===== src/rtl/wpe_pkg.sv =====
package wpe_pkg;
  parameter int ADDR_W = 24;
  parameter int CNT_W  = 21;
  localparam int CMD_W = 3 + CNT_W + ADDR_W;

  typedef enum logic [1:0] {
    OP_PLAY = 2'd0,
    OP_TRIG = 2'd1,
    OP_SYNC = 2'd2,
    OP_NOP  = 2'd3
  } wpe_op_e;

  typedef struct packed {
    wpe_op_e           op;
    logic              hold;
    logic [CNT_W-1:0]  count;
    logic [ADDR_W-1:0] addr;
  } wpe_cmd_t;
endpackage


===== src/rtl/wpe_cmd_fifo.sv =====
module wpe_cmd_fifo #(
  parameter int W     = 48,
  parameter int DEPTH = 4
) (
  input  logic         clk,
  input  logic         rst,
  input  logic         push,
  input  logic [W-1:0] din,
  input  logic         pop,
  output logic [W-1:0] dout,
  output logic         empty,
  output logic         full
);
  localparam int PW = (DEPTH > 1) ? $clog2(DEPTH) : 1;

  logic [W-1:0]  mem [DEPTH];
  logic [PW-1:0] wr_ptr, rd_ptr;
  logic [PW:0]   used;

  assign empty = (used == '0);
  assign full  = (used == (PW+1)'(DEPTH));
  assign dout  = mem[rd_ptr];

  always_ff @(posedge clk) begin
    if (push) mem[wr_ptr] <= din;
  end

  always_ff @(posedge clk) begin
    if (rst) begin
      wr_ptr <= '0;
      rd_ptr <= '0;
      used   <= '0;
    end else begin
      if (push) wr_ptr <= (wr_ptr == PW'(DEPTH-1)) ? '0 : wr_ptr + PW'(1);
      if (pop)  rd_ptr <= (rd_ptr == PW'(DEPTH-1)) ? '0 : rd_ptr + PW'(1);
      if (push && !pop)      used <= used + (PW+1)'(1);
      else if (pop && !push) used <= used - (PW+1)'(1);
    end
  end
endmodule


===== src/rtl/wpe_seq.sv =====
module wpe_seq
  import wpe_pkg::*;
(
  input  logic              clk,
  input  logic              rst,
  input  wpe_cmd_t          head,
  input  logic              head_ok,
  input  logic              trig_in,
  input  logic              sync_in,
  output logic              pop,
  output logic              rd_en,
  output logic [ADDR_W-1:0] rd_addr,
  output logic              act,
  output wpe_op_e           op,
  output logic              hold
);
  logic [CNT_W-1:0]  left;
  logic [ADDR_W-1:0] addr;
  logic              done;
  logic              issue;

  always_comb begin
    issue = act && (op == OP_PLAY) && (left != '0);
    unique case (op)
      OP_PLAY: done = (left <= CNT_W'(1));
      OP_TRIG: done = trig_in;
      OP_SYNC: done = sync_in;
      default: done = 1'b1;
    endcase
    done = done && act;
    pop  = head_ok && (!act || done);
  end

  assign rd_en   = issue;
  assign rd_addr = addr;

  always_ff @(posedge clk) begin
    if (rst) begin
      act  <= 1'b0;
      op   <= OP_PLAY;
      hold <= 1'b0;
      left <= '0;
      addr <= '0;
    end else if (pop) begin
      act  <= 1'b1;
      op   <= head.op;
      hold <= head.hold;
      left <= head.count;
      addr <= head.addr;
    end else begin
      if (done) act <= 1'b0;
      if (issue) begin
        left <= left - CNT_W'(1);
        if (!hold) addr <= addr + ADDR_W'(1);
      end
    end
  end
endmodule


===== src/rtl/wpe_out_pipe.sv =====
module wpe_out_pipe #(
  parameter int WORD_W = 64
) (
  input  logic              clk,
  input  logic              rst,
  input  logic              issued,
  input  logic [WORD_W-1:0] rd_data,
  output logic              dac_valid,
  output logic [WORD_W-1:0] dac_data
);
  logic in_flight;

  always_ff @(posedge clk) begin
    if (rst) begin
      in_flight <= 1'b0;
      dac_valid <= 1'b0;
      dac_data  <= '0;
    end else begin
      in_flight <= issued;
      dac_valid <= in_flight;
      dac_data  <= in_flight ? rd_data : '0;
    end
  end
endmodule


===== src/rtl/wave_play_engine.sv =====
module wave_play_engine
  import wpe_pkg::*;
#(
  parameter int FIFO_DEPTH = 4,
  parameter int LANES      = 4,
  parameter int SAMPLE_W   = 16,
  localparam int WORD_W    = LANES * SAMPLE_W
) (
  input  logic              clk,
  input  logic              rst,
  input  logic              cmd_valid,
  output logic              cmd_ready,
  input  logic [CMD_W-1:0]  cmd_word,
  input  logic              trig_in,
  input  logic              sync_in,
  output logic              ram_rd_en,
  output logic [ADDR_W-1:0] ram_addr,
  input  logic [WORD_W-1:0] ram_rd_data,
  output logic              dac_valid,
  output logic [WORD_W-1:0] dac_data,
  output logic              idle
);
  logic [CMD_W-1:0] head_bits;
  logic             q_empty, q_full, q_pop;
  logic             seq_act, seq_hold;
  wpe_op_e          seq_op;

  assign cmd_ready = !q_full;

  wpe_cmd_fifo #(.W(CMD_W), .DEPTH(FIFO_DEPTH)) u_fifo (
    .clk  (clk),
    .rst  (rst),
    .push (cmd_valid && !q_full),
    .din  (cmd_word),
    .pop  (q_pop),
    .dout (head_bits),
    .empty(q_empty),
    .full (q_full)
  );

  wpe_seq u_seq (
    .clk    (clk),
    .rst    (rst),
    .head   (wpe_cmd_t'(head_bits)),
    .head_ok(!q_empty),
    .trig_in(trig_in),
    .sync_in(sync_in),
    .pop    (q_pop),
    .rd_en  (ram_rd_en),
    .rd_addr(ram_addr),
    .act    (seq_act),
    .op     (seq_op),
    .hold   (seq_hold)
  );

  wpe_out_pipe #(.WORD_W(WORD_W)) u_out (
    .clk      (clk),
    .rst      (rst),
    .issued   (ram_rd_en),
    .rd_data  (ram_rd_data),
    .dac_valid(dac_valid),
    .dac_data (dac_data)
  );

  assign idle = q_empty && !seq_act;
endmodule


===== config.mk =====
export PLATFORM = sky130hd
export DESIGN_NAME = wave_play_engine
export DESIGN_NICKNAME = d
export VERILOG_FILES = /design/src/rtl/wpe_pkg.sv /design/src/rtl/wpe_cmd_fifo.sv /design/src/rtl/wpe_seq.sv /design/src/rtl/wpe_out_pipe.sv /design/src/rtl/wave_play_engine.sv
export SDC_FILE = /design/constraint.sdc
export NUM_CORES = 1
export LEC_CHECK = 0
export ABC_AREA = 1
export BUFFER_PORTS_ARGS = -buffer_cell sky130_fd_sc_hd__clkbuf_2
export CORE_MARGIN = 2
export CORE_UTILIZATION = 50
export CTS_CLUSTER_DIAMETER = 80
export DETAILED_ROUTE_END_ITERATION = 7
export HOLD_SLACK_MARGIN = 0.12
export PLACE_DENSITY_LB_ADDON = 0.1
export SLEW_MARGIN = 20
export SYNTH_ARGS = -nofsm -noshare
export SYNTH_HDL_FRONTEND = slang
export SYNTH_SLANG_ARGS = --single-unit

===== constraint.sdc =====
create_clock -name clk -period 8.96 [get_ports clk]
set_input_delay 1.792 -clock clk [delete_from_list [all_inputs] [get_ports clk]]
set_output_delay 1.792 -clock clk [all_outputs]
set_load 0.005 [all_outputs]

==> summary.md <==
| Metric | Value |
|---|---|
| Post-synthesis compound-gate area fraction | `0.09046` |
| Num rows | `58` |
| Share of the synthesized area in the top cell type | `0.4472` |
| Clock Latency Late Sink | `0.52 ns` |
| Clock sinks | `316` |
| Vias per inst | `5.099` |
| Initial antenna violation count | `1` |
| Worst Tran Pin Value | `0.8697 ns` |
| Post-CTS resize count | `0` |
| CTS Buf Count | `34` |
| Async S/R FF share, synth | `0` |
| Cells after synthesis | `1324` |
| Syn_nets | `1452` |
| Finished Layout Cells | `1872` |
| GRT overflow | `0` |
| First-pass GRT wire length | `47310 um` |
| Status | `complete, no violations` |
| Core area | `25250 sq um` |
| R2R depth | `17` |
| Count leader, synth | `nor2_1` |
| Worst slew margin | `0.4193` |
| DP HPWL | `18870 um` |
| Die X | `164.6 um` |
| Height of the die | `164.6 um` |
| Crit path max fanout | `65` |
| Yosys warns | `0` |
| TritonCTS clock tree | `yes` |
| CTS HTree Levels | `2` |
| XOR/XNOR Fraction of Synth Area | `0.02038` |
| WL per Instance | `15.99 um` |
| Final cycle utilization of the critical path | `0.4469` |
| Sw Pwr | `0.001897 W` |
| Area after DPL | `14170 sq um` |
| Multi-input logic area | `3934 sq um` |
| Max Slew Vio Count | `0` |
| Hold path cells | `2` |
| Yosys reg bits | `316` |
| CTS Buffer Depth | `3` |
| Share of cells above drive strength 1 | `0.1861` |
| Gr usage total | `0.2225` |
| CTS root buffer | `clkbuf_16` |
| Port Buf Inserts | `208` |
| Synth Area in Simple Gates | `0.1805` |
| Most area-consuming cells after synthesis | `edfxtp_1 (45%), dfxtp_1 (19%), nor2_1 (9.0%), nand2_1 (5.6%), o21ai_0 (3.7%)` |
| # Max-Cap Violations | `0` |
| Fmax achieved | `0.2497 GHz` |
| Hold Path Class | `reg -> reg` |
| Setup violators final | `0` |
| Placed instance count | `1811` |
| Drt drc | `0` |
| Power Internal | `0.003154 W` |
| Seq/Total Area, Yosys | `0.6398` |
| CP Class | `in -> reg` |
| Post-synth EDFFs | `192` |
| Total die area | `27080 sq um` |
| Clk slew on worst S/H paths | `0.06 ns` |
| Vias | `9546` |
| Number of hold violations in the final report | `0` |
| Unrepaired setup endpoints after global routing | `no` |
| Crit path required time | `9.40 ns` |
| Fillers | `2215` |
| Cell Area, Synth | `12890 sq um` |
| Commonest cells post-synth | `nor2_1 (310), nand2_1 (193), edfxtp_1 (192)` |
| Antenna cells | `0` |
| Reg area | `8249 sq um` |
| Io pins | `209` |
| Initial Util | `0.5105` |
| Primary FF master, synth | `edfxtp_1` |
| Final Cell Area | `15280 sq um` |
| Switch share | `0.3755` |
| Comb pwr share | `0.353` |
| Critical Path AT | `4.44 ns` |
| Postcts setup bufs | `0` |
| Synth cell types | `38` |
| Number of global-route vias before repair | `9075` |
| GP Congestion | `0.8846` |
| Tmin final | `4.004 ns` |
| Cell Pwr Density | `330.6 nW/um^2` |
| Largest family of logic cells by synthesized area | `simple AND/OR/NAND/NOR gates` |
| Largest area contributor in the netlist | `edfxtp_1` |
| Setup Skew | `0.01965 ns` |
| Post-route ant nets | `0` |
| Leak Pwr | `6.534 nW` |
| Hold-fix buffer count after cts | `0` |
| Mux share of post-synthesis cell area | `0` |
| Final wirelength | `29930 um` |
| Nets | `1645` |
| Setup TNS | `0 ns` |
| Synth Area in Adders | `0.01126` |
| Clk network pwr share | `0.270` |
| Startpoint Class | `primary input` |
| Peak supply drop | `0.1800 mV` |
| Sequential share of power | `0.377` |
| Layout area overhead | `18.54%` |
| Initial drt markers | `705` |
| Total iterations of the first detailed-routing run | `5` |
| Synthesized area per cell | `9.736 sq um` |
| Largest net degree at the start of global routing | `66` |
| Worst setup EP type | `flop` |
==> worst max-delay path, stage by stage <==
cell and delay [ns]:
clkbuf_2 0.08, a21oi_1 0.14, o21a_1 0.20, nand2_2 0.36, nand2_2 0.14, buf_4 0.56
ha_1 0.26, inv_1 0.07, fa_1 0.38, nor2_1 0.12, nor2_1 0.04, nand2_1 0.07
o21ai_0 0.07, a21oi_1 0.14
==> cells by family after synthesis <==
logic type | count (synthesis)
simple gates | 582
flops | 316
compound gates | 203
buf+inv | 182
xor+xnor | 30
fa+ha+maj | 11
==> final timing paths <==
path | startpoint | to | slack, ns
setup / recovery | sync_in | u_fifo.used[2]$_SDFFE_PP0P_ | 4.96
hold / removal | u_seq.hold$_SDFFE_PP0N_ | u_seq.hold$_SDFFE_PP0N_ | 0.48
setup reg to reg | u_seq.left[9]$_SDFFE_PP0P_ | u_fifo.used[2]$_SDFFE_PP0P_ | 5.76
hold reg to reg | u_seq.hold$_SDFFE_PP0N_ | u_seq.hold$_SDFFE_PP0N_ | 0.48
==> per-layer routing <==
metal | part of all wire | track usage | vias to the layer above
met3 | 0.073 | 0.05148 | 34
li1 | - | - | 4767
met4 | 0.011 | 0.04862 | 2
met5 | 0.00050 | 0 | -
met2 | 0.46 | 0.3448 | 311
met1 | 0.46 | 0.3217 | 4432
==> power by group through the flow <==
| stage | Sequential, W | Clock [W] | Combinational (W) |
|---|---|---|---|
| floorplan | 0.00191 | 0 | 0.00132 |
| global placement | 0.00193 | 0 | 0.00175 |
| detailed placement | 0.00193 | 0 | 0.00178 |
| CTS | 0.00190 | 0.00140 | 0.00179 |
| global route | 0.00193 | 0.00146 | 0.00203 |
| finish | 0.00190 | 0.00137 | 0.00178 |
==> registers in the layout, indices dropped and copies added, names as in the netlist, named ones only <==
signal,flops
u_fifo.mem,192
u_out.dac_data,64
u_seq.rd_addr,24
u_seq.left,21
u_fifo.used,3
u_fifo.rd_ptr,2
u_fifo.wr_ptr,2
u_seq.op,2
u_out.dac_valid,1
u_out.in_flight,1
u_seq.act,1
u_seq.hold,1
==> area by class of cell <==
type,instances,share of cell area
sequential,316,0.5398
tap,330,0.02702
inverter,119,0.02923
clock buffer,49,0.06338
multi-input combinational,826,0.2574
clock inverter,12,0.009089
timing repair buffer,220,0.07402
==> layout by cell type, fill, tap and decap left out, types with 6 or more instances in the layout <==
cell type | synthesis | final
o21bai_1 | 17 | 17
o21ai_0 | 95 | 95
clkbuf_2 | 0 | 208
clkbuf_1 | 42 | 10
o21ai_1 | 14 | 14
clkbuf_16 | 0 | 35
a32o_1 | 8 | 8
nor2_1 | 310 | 306
xnor2_1 | 16 | 16
dfxtp_1 | 124 | 123
a21oi_1 | 24 | 24
o22ai_1 | 40 | 40
nand2_1 | 193 | 192
edfxtp_1 | 192 | 192
xor2_1 | 14 | 14
inv_1 | 115 | 114
clkinv_1 | 2 | 6
buf_4 | 1 | 12
ha_1 | 10 | 10
nand3_1 | 55 | 55
==> through the flow <==
stage	worst slack, ns	util	power, W	hold WS, ns
2_1_floorplan	4.525	-	0.003226	0.4582
3_5_place_dp	4.441	0.5612	0.003708	0.4719
5_1_grt	4.694	0.6051	0.005411	0.5186
4_1_cts	4.948	0.6051	0.005090	0.4809
3_3_place_gp	4.500	0.5612	0.003676	0.4680
6_report	4.956	0.6051	0.005051	0.4772
No activity file was read; power rests on OpenSTA's default activity.
